===== src/rtl/bshift_pkg.sv =====
package bshift_pkg;

    // Shift kind encoding; bit 1 set always means a left shift.
    typedef enum logic [1:0] {
        SHOP_SAR     = 2'b00,
        SHOP_SHR     = 2'b01,
        SHOP_SHL     = 2'b10,
        SHOP_SHL_ALT = 2'b11
    } shop_e;

endpackage


===== src/rtl/bshift_amt_sel.sv =====
module bshift_amt_sel #(
    parameter int DATA_W = 32,
    parameter int AMT_W  = 5
) (
    input  logic              from_reg,
    input  logic [AMT_W-1:0]  imm_amt,
    input  logic [DATA_W-1:0] reg_amt,
    output logic [AMT_W-1:0]  amt
);

    // Upper register bits are deliberately discarded.
    logic unused_reg_hi;
    assign unused_reg_hi = ^reg_amt[DATA_W-1:AMT_W];

    always_comb begin
        if (from_reg) amt = reg_amt[AMT_W-1:0];
        else          amt = imm_amt;
    end

endmodule


===== src/rtl/bshift_bit_rev.sv =====
module bshift_bit_rev #(
    parameter int W = 32
) (
    input  logic [W-1:0] din,
    output logic [W-1:0] dout
);

    for (genvar i = 0; i < W; i++) begin : g_rev
        assign dout[i] = din[W-1-i];
    end

endmodule


===== src/rtl/bshift_stage_core.sv =====
module bshift_stage_core #(
    parameter int DATA_W = 32,
    parameter int AMT_W  = 5
) (
    input  logic [DATA_W-1:0] din,
    input  logic              fill,
    input  logic [AMT_W-1:0]  amt,
    output logic [DATA_W-1:0] dout,
    output logic              guard
);

    // One guard bit below the word catches the last bit shifted out.
    localparam int EXT_W = DATA_W + 1;

    logic [AMT_W:0][EXT_W-1:0] stg;

    assign stg[0] = {din, 1'b0};

    for (genvar k = 0; k < AMT_W; k++) begin : g_stage
        localparam int SH = 1 << k;
        assign stg[k+1] = amt[k] ? {{SH{fill}}, stg[k][EXT_W-1:SH]} : stg[k];
    end

    assign dout  = stg[AMT_W][EXT_W-1:1];
    assign guard = stg[AMT_W][0];

endmodule


===== src/rtl/barrel_shift_unit.sv =====
module barrel_shift_unit
    import bshift_pkg::*;
#(
    parameter int DATA_W = 32
) (
    input  logic              clk,
    input  logic              rst_n,
    input  logic              in_valid,
    input  logic [1:0]        op,
    input  logic              amt_from_reg,
    input  logic [$clog2(DATA_W)-1:0] imm_amt,
    input  logic [DATA_W-1:0] reg_amt,
    input  logic [DATA_W-1:0] operand,
    output logic              out_valid,
    output logic [DATA_W-1:0] result,
    output logic              flag_z,
    output logic              flag_s,
    output logic              flag_cy,
    output logic              flag_ov
);

    localparam int AMT_W = $clog2(DATA_W);
    localparam int MSB   = DATA_W - 1;

    typedef struct packed {
        logic              vld;
        logic [DATA_W-1:0] res;
        logic              z;
        logic              s;
        logic              cy;
        logic              ov;
    } shst_t;

    shst_t st_d, st_q;

    shop_e             op_e;
    logic              go_left;
    logic [AMT_W-1:0]  sel_amt;
    logic [DATA_W-1:0] rev_in;
    logic [DATA_W-1:0] core_in;
    logic [DATA_W-1:0] core_out;
    logic [DATA_W-1:0] rev_out;
    logic              core_fill;
    logic              core_guard;

    assign op_e    = shop_e'(op);
    assign go_left = op[1];

    bshift_amt_sel #(.DATA_W(DATA_W), .AMT_W(AMT_W)) u_amt (
        .from_reg (amt_from_reg),
        .imm_amt  (imm_amt),
        .reg_amt  (reg_amt),
        .amt      (sel_amt)
    );

    bshift_bit_rev #(.W(DATA_W)) u_rev_in (
        .din  (operand),
        .dout (rev_in)
    );

    // Left shifts run through the right-shifting array mirrored.
    assign core_in   = go_left ? rev_in : operand;
    assign core_fill = (op_e == SHOP_SAR) & operand[MSB];

    bshift_stage_core #(.DATA_W(DATA_W), .AMT_W(AMT_W)) u_core (
        .din   (core_in),
        .fill  (core_fill),
        .amt   (sel_amt),
        .dout  (core_out),
        .guard (core_guard)
    );

    bshift_bit_rev #(.W(DATA_W)) u_rev_out (
        .din  (core_out),
        .dout (rev_out)
    );

    always_comb begin
        st_d     = st_q;
        st_d.vld = in_valid;
        if (in_valid) begin
            st_d.res = go_left ? rev_out : core_out;
            st_d.z   = (st_d.res == '0);
            st_d.s   = st_d.res[MSB];
            st_d.cy  = core_guard;
            st_d.ov  = 1'b0;
        end
    end

    always_ff @(posedge clk) begin
        if (!rst_n) st_q <= '0;
        else        st_q <= st_d;
    end

    assign out_valid = st_q.vld;
    assign result    = st_q.res;
    assign flag_z    = st_q.z;
    assign flag_s    = st_q.s;
    assign flag_cy   = st_q.cy;
    assign flag_ov   = st_q.ov;


    strobe_latency_chk: assert property (@(posedge clk) disable iff (!rst_n)
        in_valid |=> out_valid);


    idle_hold_chk: assert property (@(posedge clk) disable iff (!rst_n)
        !in_valid |=> (!out_valid && $stable(result) && $stable(flag_z)
                       && $stable(flag_s) && $stable(flag_cy) && $stable(flag_ov)));


    zero_amount_chk: assert property (@(posedge clk) disable iff (!rst_n)
        (in_valid && sel_amt == '0) |=> (result == $past(operand) && !flag_cy));


    left_vacate_chk: assert property (@(posedge clk) disable iff (!rst_n)
        (in_valid && op[1] && sel_amt != '0) |=> !result[0]);


    logic_right_vacate_chk: assert property (@(posedge clk) disable iff (!rst_n)
        (in_valid && op == 2'b01 && sel_amt != '0) |=> !result[MSB]);


    arith_sign_chk: assert property (@(posedge clk) disable iff (!rst_n)
        (in_valid && op == 2'b00) |=> (result[MSB] == $past(operand[MSB])));

endmodule


===== config.mk =====
export PLATFORM = sky130hd
export DESIGN_NAME = barrel_shift_unit
export DESIGN_NICKNAME = d
export VERILOG_FILES = /design/src/rtl/bshift_pkg.sv /design/src/rtl/bshift_amt_sel.sv /design/src/rtl/bshift_bit_rev.sv /design/src/rtl/bshift_stage_core.sv /design/src/rtl/barrel_shift_unit.sv
export SDC_FILE = /design/constraint.sdc
export NUM_CORES = 1
export LEC_CHECK = 0
export ABC_AREA = 0
export CORE_UTILIZATION = 50
export DETAILED_ROUTE_END_ITERATION = 7
export PLACE_DENSITY_LB_ADDON = 0.08
export SKIP_CTS_REPAIR_TIMING = 1
export SLEW_MARGIN = 15
export SYNTH_ARGS = -nofsm -noshare
export SYNTH_HDL_FRONTEND = slang
export SYNTH_SLANG_ARGS = --single-unit

===== constraint.sdc =====
create_clock -name clk -period 4.3 [get_ports clk]
set_input_delay 1.075 -clock clk [delete_from_list [all_inputs] [get_ports clk]]
set_output_delay 1.075 -clock clk [all_outputs]
set_load 0.02 [all_outputs]

# Yosys cells after proc, flatten, opt, wreduce, memory -nomap -nowiden

Cells that the tools add are included.

Muxes and demuxes: 8
Bitwise operators: 1
Reduce and logical (&&, ||, !) cells: 2

Operator list:

| operator           | count |
|---|---|
| 33-bit two-way mux | 5 |
| 32-bit two-way mux | 2 |
| 32-bit logical NOT | 1 |
| 5-bit two-way mux  | 1 |
| 2-bit logical NOT  | 1 |
| 1-bit bitwise AND  | 1 |

Output and inout port bits: 37
Flip-flop bits (word level): 36
Input bits: 75

# Longest topological paths before layout

Gate-level depths: netlist of run 1.

Word-level depth: 9
Gate-level depth with buffers: 14
Mapped depth without buffers: 9

# Hierarchy

A second synthesis of run 1 with hierarchy kept.

Cells, all modules: 547
Area total of the unflattened synthesis: 4959.8 µm²

By module, submodules not included:

| module            | sequential area each (µm²) | instances | cells each | area an instance (µm²) |
|---|---|---|---|---|
| bshift_stage_core | 0.0                        | 1         | 258        | 2282.2 |
| barrel_shift_unit | 700.7                      | 1         | 220        | 2140.8 |
| bshift_bit_rev    | 0.0                        | 2         | 32         | 240.2 |
| bshift_amt_sel    | 0.0                        | 1         | 5          | 56.3 |

# Worst setup path after synthesis of run 1

No wires, ideal clock.

Path kind: in2reg
Start point: input amt_from_reg
End point: register st_q, in the netlist flag_z
Slack: 464 ps
Arrival: 3751 ps
Cell stages on the path: 9
Library setup time: 84 ps
Cells stage by stage: buf_6 -> mux2i_2 -> mux4_2 -> mux2i_4 -> a211oi_1 -> a211oi_2 -> or4b_1 -> or4_1 -> o31ai_2

Longest elaborated chain between the ends: 8

Ends and longest elaborated chain:

| what                             | RTL line                | source |
|---|---|---|
| start, declared                  | barrel_shift_unit.sv:10 | `input logic amt_from_reg,` |
| 5-bit two-way mux *              | bshift_amt_sel.sv:16    | `if (from_reg) amt = reg_amt[AMT_W-1:0];` |
| 33-bit two-way mux (4 in series) | bshift_stage_core.sv:21 | `assign stg[k+1] = amt[k] ? {{SH{fill}}, stg[k][EXT_W-1:SH]} : stg[k];` |
| 33-bit two-way mux *             | bshift_stage_core.sv:21 |  |
| 32-bit two-way mux *             | barrel_shift_unit.sv:82 | `st_d.res = go_left ? rev_out : core_out;` |
| 32-bit logical NOT *             | barrel_shift_unit.sv:83 | `st_d.z = (st_d.res == '0);` |
| end signal, assigned             | barrel_shift_unit.sv:92 | `else st_q <= st_d;` |
| end, declared                    | barrel_shift_unit.sv:34 | `shst_t st_d, st_q;` |

Every way passes the cells marked *; elsewhere a longest branch is shown, timed or not.
A chain may end at the register's enable or synchronous reset.

# Worst setup path after layout of run 1

Ends and elaborated chain as after synthesis.

==> metrics.yaml, run 1 <==
power:
  ir_drop_uv: 252.6
  internal_power_mw: 0.9706
  p_comb_frac: 0.578
  power_mw: 1.601
  p_leak_nw: 2.457
  swShare: 0.3939
  power_density_mw_per_mm2: 268.7
  p_seq_frac: 0.229
  clock_power_share: 0.194
  p_sw_mw: 0.6307
placement:
  gp_congestion: 1.031
  io_buffers: 83
  placed_area_mm2: 0.005829
  hpwl_um: 13070
timing:
  fin_setup_tns_ns: 0
  min_period_ns: 4.290
  rsz0062_at_grt: "yes"
  fin_crit_sh: 0.9977
  finalSetupViolCount: 0
  hold_violations: 0
  slew_headroom: 0.4076
  drv_slew: 0
  finalClockSkew_ns: 0
  max_freq_mhz: 233.1
  hold_ws_ns: 0.4836
  worst_pin_slew_ns: 0.8876
cells_and_area:
  layout.nets: 765
  design_area_mm2: 0.005959
  drive_gt1_frac: 0.2431
  n_antenna_cell: 0
  final_util: 0.7253
  fillers: 678
  syn_to_final_growth_pct: 40.17
clock_tree:
  clk-insertion-delay-late_ns: 0.28
  clock-root-buffer: "clkbuf_8"
  cts_tree: "done"
  numCtsBuffers: 5
  numClockSinks: 35
  htreeDepth: 2
  path_clk_slew_ns: 0.07
  clock_path_buffers: 2
route:
  antenna_left: 0
  vias: 5125
  drt_iter0_drc: 566
  wl_per_cell_um: 20.81
  post_drt_via_cell_ratio: 6.438
  dr.pass1.iters: 7
  drc: 0
  drt-total-wl_um: 16560
setup_path:
  crit_top_cell: "mux2i_1"
  required_ns: 4.51
  cpPeakStageDelay_ns: 0.58
  slowest_stage: "clkdlybuf4s50_1"
  r2r_start: "result[23]"
  cp_max_fo: 14
  path_class: "input port to flop"
  rr_worst_depth: 3
  crit_chain: "clkdlybuf4s50_1 -> mux2_2 -> mux2i_1 -> mux2i_1 -> o32ai_1 -> nor3_1 -> a211oi_1 -> or4b_1 -> or4_1 -> o31ai_2"
  cp-start-kind: "input port"
  r2r_end: "result[23]"
  r2r_setup_slack_ns: 3.54
  crit_arrival_ns: 4.50
  endpoint_kind: "flop"
logic_synthesis:
  synth_fp_nets: 617
  async_flop_share: 0
  ys.flop_type: "dfxtp_1"
  yosys_warnings: 0
  avgSynthCellArea_um2: 7.844
  synth-seq-cells: 35
  syn_inst: 542
  ys_seq_area_frac: 0.1648
  synth_edf_count: 0
  yosys.cell_types.count: 59
  syn_area_mm2: 0.004252
die:
  rows: 33
  io_pins: 112
  die_area_mm2: 0.008876
  fp.dieH_um: 94.21
  start_util: 0.5174
  die_w_um: 94.21
  core_mm2: 0.008217
global_route:
  grt_remaining_overflow: 0
  antenna_found_initial: 0
  grt_first_pass_wirelength_um: 26080
  grt_max_degree: 63
  track_usage: 0.3844
  grt_pass1_vias: 4932
min_path:
  hold_depth: 2
  hp-start: "result[6]"
  hp-class: "flop to flop"
  min_to: "result[6]"
job:
  drv_cap: 0
outcome:
  outcome: "finished clean"
==> synthesized netlist by cell type (all sizes together), types with 3 or more instances <==
cell type | instances | area share
a311oi | 4 | 0.0082
buf | 24 | 0.031
nor3 | 14 | 0.016
dfxtp | 35 | 0.16
a31oi | 7 | 0.010
o21ai | 29 | 0.034
o31ai | 3 | 0.0065
a22oi | 7 | 0.012
o22ai | 4 | 0.0059
inv | 4 | 0.0035
clkbuf | 29 | 0.026
nor2 | 64 | 0.057
mux2i | 80 | 0.20
nand3 | 9 | 0.011
o211ai | 9 | 0.016
o221ai | 4 | 0.0082
nand2b | 4 | 0.0059
o21a | 3 | 0.0053
mux4 | 21 | 0.11
a221oi | 3 | 0.0062
a211oi | 30 | 0.054
a21oi | 48 | 0.057
mux2 | 15 | 0.041
nand2 | 57 | 0.050
==> cells by family (layout without fill, tap and decap cells) <==
family                    count (synthesis)  in the layout  share of synthesized area
xor gates and xnor gates                  1              1                   0.002060
muxes                                   116            116                     0.3470
buffers and inverters                    57            206                    0.06003
DFF                                      35             35                     0.1648
other                                     1              1                  0.0008820
and+or+nand+nor                         166            166                     0.1698
AOI/OAI and AO/OA                       166            166                     0.2554
==> final cells by class <==
class                      count  area (um^2)  share of cell area
multi-input combinational    450         3312              0.5557
tap                          105        131.4             0.02204
sequential                    35        700.7              0.1176
timing repair buffer         194         1683              0.2824
clock buffer                   6        82.58             0.01386
clock inverter                 2        35.03            0.005879
inverter                       4        15.01            0.002519
==> layout by cell type (no fill, tap or decap), drive strengths merged, types with 2 or more instances in the layout <==
master / synthesis / layout
a22oi: 7 / 7
and3: 2 / 2
a211oi: 30 / 30
nor4: 2 / 2
and2: 2 / 2
o22ai: 4 / 4
o221ai: 4 / 4
o21a: 3 / 3
inv: 4 / 4
o31ai: 3 / 3
a222oi: 2 / 2
dfxtp: 35 / 35
mux2: 15 / 15
buf: 24 / 113
nand2b: 4 / 4
mux2i: 80 / 80
o32ai: 2 / 2
o21ai: 29 / 29
clkdlybuf4s50: 0 / 81
a31oi: 7 / 7
a32oi: 2 / 2
mux4: 21 / 21
or3: 2 / 2
a21oi: 48 / 48
nand4: 2 / 2
a221oi: 3 / 3
nor3: 14 / 14
clkbuf: 29 / 6
a311oi: 4 / 4
nand2: 57 / 57
o211ai: 9 / 9
nor2: 64 / 64
nand3: 9 / 9
==> worst max path at each step <==
stage / startpoint / endpoint / slack [ns] / cells past startpoint
5_1_grt: amt_from_reg / flag_z / -0.02 / 11
3_3_place_gp: amt_from_reg / flag_z / -0.21 / 10
6_report: amt_from_reg / flag_z / 0.01 / 10
2_1_floorplan: amt_from_reg / flag_z / 0.46 / 9
4_1_cts: amt_from_reg / flag_z / 0.07 / 10
3_5_place_dp: amt_from_reg / flag_z / -0.22 / 12
==> power groups by stage <==
stage | Sequential [mW] | Clock, mW | Combinational (mW)
6_report | 0.366 | 0.310 | 0.925
5_1_grt | 0.369 | 0.330 | 0.979
4_1_cts | 0.366 | 0.312 | 0.900
3_5_place_dp | 0.373 | 0 | 0.895
3_3_place_gp | 0.371 | 0 | 0.881
2_1_floorplan | 0.405 | 0 | 0.457
==> through the flow <==
step | setup slack (ns) | cells
after floorplan | 0.4643 | 542
after global placement | -0.2109 | 788
after global routing | -0.02492 | 796
after detailed placement | -0.2203 | 788
after CTS | 0.07484 | 796
final | 0.009811 | 796
==> worst max-delay path, delay by kind of cell <==
kind | cells | cell delay, ns
AOI/OAI and AO/OA | 3 | 0.54
buffers and inverters | 1 | 0.58
muxes | 3 | 1.06
and+or+nand+nor | 3 | 1.24
==> flip-flops by register name, summed over array words and instances, names as in the netlist <==
signal / count
flag_cy: 1
flag_z: 1
out_valid: 1
result: 32
==> metal layers <==
metal / GRT usage / wire length, um / share of wire / vias to the layer above
met3: 0.06230 / 1476 / 0.089 / 43
met2: 0.6322 / 7571 / 0.46 / 304
li1: - / - / - / 2366
met5: 0 / 0 / 0 / -
met1: 0.5244 / 7121 / 0.43 / 2412
met4: 0.08077 / 393 / 0.024 / 0
No activity file was read; power rests on OpenSTA's default activity.
==> run 2, diff against run 1 <==
Settings changed: SKIP_LAST_GASP set to 1, TNS_END_PERCENT set to 5.
Clock period 4.3 ns to 4.5 ns, I/O delays scaled along.
==> metrics.yaml, run 2 (synthesis results as in run 1) <==
global_route:
  grt_max_degree: 63
  track_usage: 0.3546
  grt_first_pass_wirelength_um: 24340
  grt_remaining_overflow: 0
  grt_pass1_vias: 4734
  antenna_found_initial: 0
placement:
  post-place-ws_ns: -0.09649
  io_buffers: 83
  hpwl_um: 12040
  dp.cells: 754
  gp_congestion: 1.003
timing:
  worst_pin_slew_ns: 0.8898
  finalWorstSetupSlack_ns: 0.1666
  max_freq_mhz: 230.8
  min_period_ns: 4.333
  fin_crit_sh: 0.9630
  rsz0062_at_grt: "no"
  fin_setup_tns_ns: 0
  hold_violations: 0
  finalSetupViolCount: 0
  hold_ws_ns: 0.4803
  finalClockSkew_ns: 0
  slew_headroom: 0.4062
  drv_slew: 0
cells_and_area:
  largest_reg_flops: 32
  final_cell_mix: "clkdlybuf4s50_1 (81), mux2i_1 (75), buf_4 (74)"
  layout.nets: 731
  n_antenna_cell: 0
  fillers: 690
  syn_to_final_growth_pct: 34.28
  drive_gt1_frac: 0.2024
  stdcell_count: 762
  layout_commonest_cell: "clkdlybuf4s50_1"
clock_tree:
  path_clk_slew_ns: 0.07
  clock-root-buffer: "clkbuf_8"
  clock_path_buffers: 2
  clk-insertion-delay-late_ns: 0.28
  htreeDepth: 2
  numCtsBuffers: 5
  cts_tree: "done"
  numClockSinks: 35
die:
  io_pins: 112
  die_area_mm2: 0.008876
  die_w_um: 94.21
  start_util: 0.5174
  rows: 33
  fp.dieH_um: 94.21
  core_mm2: 0.008217
power:
  power_density_mw_per_mm2: 258.3
  p_leak_nw: 2.300
  ir_drop_uv: 201.0
setup_path:
  endpoint_kind: "flop"
  cp-start-kind: "input port"
  cp_max_fo: 12
  path_class: "input port to flop"
  crit_chain: "clkdlybuf4s50_1 -> buf_4 -> mux2_4 -> buf_4 -> a211oi_1 -> a21oi_1 -> nor3_1 -> a21oi_1 -> nand2_1 -> or4b_1 -> or4_1 -> o31ai_2"
  path_delay_family: "simple AND/OR/NAND/NOR gates"
  cpPeakStageDelay_ns: 0.56
  crit_arrival_ns: 4.54
  slowest_stage: "clkdlybuf4s50_1"
  required_ns: 4.70
  cp.buffers_inverters: 3
outcome:
  outcome: "finished clean"
route:
  wl_per_cell_um: 20.00
  post_drt_via_cell_ratio: 6.521
  dr.pass1.iters: 6
  drt_iter0_drc: 528
  vias: 4969
  drt-total-wl_um: 15240
  antenna_left: 0
  drc: 0
min_path:
  hp-class: "flop to flop"
job:
  drv_cap: 0
## run 2: final cells by class
| class | count | area (um^2) | share of cell area |
|---|---|---|---|
| clock buffers | 6 | 82.58 | 0.01446 |
| clock inverters | 2 | 35.03 | 0.006136 |
| flip-flops and latches | 35 | 700.7 | 0.1227 |
| repair buffers | 160 | 1436 | 0.2516 |
| multi-input cells | 450 | 3308 | 0.5794 |
| inverters | 4 | 15.01 | 0.002630 |
| well taps | 105 | 131.4 | 0.02301 |
## run 2: where the power goes
group	internal, mW	leakage [nW]	total (mW)	switching [mW]
clock	0.179	0.0612	0.297	0.117
sequential	0.336	0.290	0.349	0.0129
combinational	0.377	1.95	0.829	0.453
## run 2: worst register-to-register path, cell delays in order, from the launching register on
cell	delay, ns
dfxtp_1	0.33
inv_1	0.04
mux2_2	0.26
nor2_1	0.08
## run 2: final timing paths
| path | from | to | slack [ns] | cells past startpoint |
|---|---|---|---|---|
| worst max-delay path | amt_from_reg | flag_z | 0.17 | 12 |
| worst min-delay path | result[25] | result[25] | 0.48 | 2 |
| worst max register to register | result[23] | result[23] | 3.72 | 3 |
| worst min register to register | result[25] | result[25] | 0.48 | 2 |
## run 2: layer usage
layer,share of wire,vias to the layer above,GRT usage
met5,0,-,0
met4,0.028,0,0.1103
met3,0.093,46,0.08414
met2,0.45,284,0.5731
met1,0.43,2350,0.4625
li1,-,2289,-
## run 2: per-stage QoR
step,util,instance area [um^2],power (mW)
5_1_grt,0.6948,5709,1.551
6_report,0.6948,5709,1.475
2_1_floorplan,-,4252,0.8244
4_1_cts,0.6942,5704,1.454
3_3_place_gp,0.6799,5587,1.145
3_5_place_dp,0.6799,5587,1.159
==> run 3, diff against run 2 <==
Settings changed: CTS_CLUSTER_SIZE set to 28, HOLD_SLACK_MARGIN set to 0.12, MAX_ROUTING_LAYER set to met4.
==> metrics.yaml, run 3 (synthesis results as in run 1) <==
timing:
  fin_crit_sh: 0.9717
  worst_pin_slew_ns: 0.8791
  max_freq_mhz: 228.7
  finalWorstSetupSlack_ns: 0.1276
  drv_slew: 0
  min_period_ns: 4.372
  finalSetupViolCount: 0
  fin_setup_tns_ns: 0
  slew_headroom: 0.4133
  finalClockSkew_ns: 0
  hold_violations: 0
clock_tree:
  clock_path_buffers: 2
  numCtsBuffers: 5
  path_clk_slew_ns: 0.07
  htreeDepth: 2
  clk-insertion-delay-late_ns: 0.28
  cts_tree: "done"
  numClockSinks: 35
  clock-root-buffer: "clkbuf_8"
route:
  drc: 0
  wl_per_cell_um: 19.96
  antenna_left: 0
  vias: 5038
  drt-total-wl_um: 15090
  post_drt_via_cell_ratio: 6.664
  drt_iter0_drc: 684
  dr.pass1.iters: 5
cells_and_area:
  multi_input_area_mm2: 0.003307
  seqCellArea_um2: 700.7
  syn_to_final_growth_pct: 33.25
  drive_gt1_frac: 0.1951
  fillers: 680
  final_util: 0.6895
  n_antenna_cell: 0
  largest_reg_flops: 32
  layout_commonest_cell: "clkdlybuf4s50_1"
  final_cell_mix: "clkdlybuf4s50_1 (81), mux2i_1 (75), buf_4 (67)"
  layout.nets: 726
setup_path:
  endpoint_kind: "flop"
  cp_max_fo: 19
  r2r_end: "result[23]"
  r2r_start: "result[23]"
  critPathLaunch: "amt_from_reg"
  crit_end: "flag_z"
  path_class: "input port to flop"
  crit_arrival_ns: 4.57
  rr_worst_depth: 3
  required_ns: 4.69
  cp-start-kind: "input port"
  r2r_setup_slack_ns: 3.71
power:
  power_density_mw_per_mm2: 247.9
  ir_drop_uv: 155.4
  p_leak_nw: 2.272
die:
  fp.dieH_um: 94.21
  die_w_um: 94.21
  rows: 33
  io_pins: 112
  start_util: 0.5174
  core_mm2: 0.008217
  die_area_mm2: 0.008876
outcome:
  outcome: "finished clean"
global_route:
  grt_first_pass_wirelength_um: 23790
  grt_pass1_vias: 4548
  antenna_found_initial: 0
  grt_max_degree: 63
  grt_remaining_overflow: 0
  track_usage: 0.3532
placement:
  gp_congestion: 1.043
  io_buffers: 83
  hpwl_um: 11590
  post-place-ws_ns: -0.1030
min_path:
  hp-class: "flop to flop"
job:
  drv_cap: 0
-- run 3: changes by cell type in the layout (fill, tap and decap cells not counted), sizes merged --
cell / change
buf: -5
bufinv: -1
-- run 3: cell type report --
| cell class | instances | area share |
|---|---|---|
| timing repair buffer | 155 | 0.2513 |
| sequential | 35 | 0.1237 |
| inverter | 4 | 0.002650 |
| multi-input combinational | 450 | 0.5837 |
| clock buffer | 6 | 0.01458 |
| clock inverter | 1 | 0.0008834 |
| tap | 105 | 0.02319 |
-- run 3: power by group --
part / leakage, nW / switching, mW / total, mW / internal [mW]
clock network: 0.0470 / 0.109 / 0.229 / 0.120
logic: 1.94 / 0.451 / 0.827 / 0.376
registers: 0.290 / 0.0127 / 0.349 / 0.336
total: 2.27 / 0.572 / 1.40 / 0.832
-- run 3: metal layers --
metal,up-vias,share of wire,global-route usage
li1,2279,-,-
met1,2329,0.42,0.4815
met5,-,0,-
met2,379,0.44,0.5296
met4,0,0.027,0.1051
met3,51,0.11,0.06311
-- run 3: worst min path at each step --
stage / cells after the start / endpoint / slack [ns] / startpoint
CTS: 2 / result[21] / 0.48 / result[21]
floorplan: 2 / result[21] / 0.54 / result[21]
detailed placement: 2 / result[9] / 0.46 / result[9]
finish: 2 / result[25] / 0.47 / result[25]
global placement: 2 / result[9] / 0.46 / result[9]
global route: 2 / result[21] / 0.48 / result[21]
-- run 3: metrics by stage --
step	total power, mW	hold WS, ns	instances	area [um^2]
6_report	1.405	0.4746	756	5665
5_1_grt	1.474	0.4827	756	5665
4_1_cts	1.385	0.4799	755	5654
3_5_place_dp	1.153	0.4607	748	5567
3_3_place_gp	1.141	0.4585	748	5567
2_1_floorplan	0.8244	0.5436	542	4252
-- run 3: worst max-delay path, cell delays in order --
cell and delay (ns):
clkdlybuf4s50_1 0.57, mux2_2 0.39, buf_12 0.17, mux2i_1 0.17
mux2i_1 0.28, o32ai_1 0.19, a21oi_1 0.38, nand2_1 0.14
or4b_1 0.47, or4_1 0.44, o31ai_2 0.23
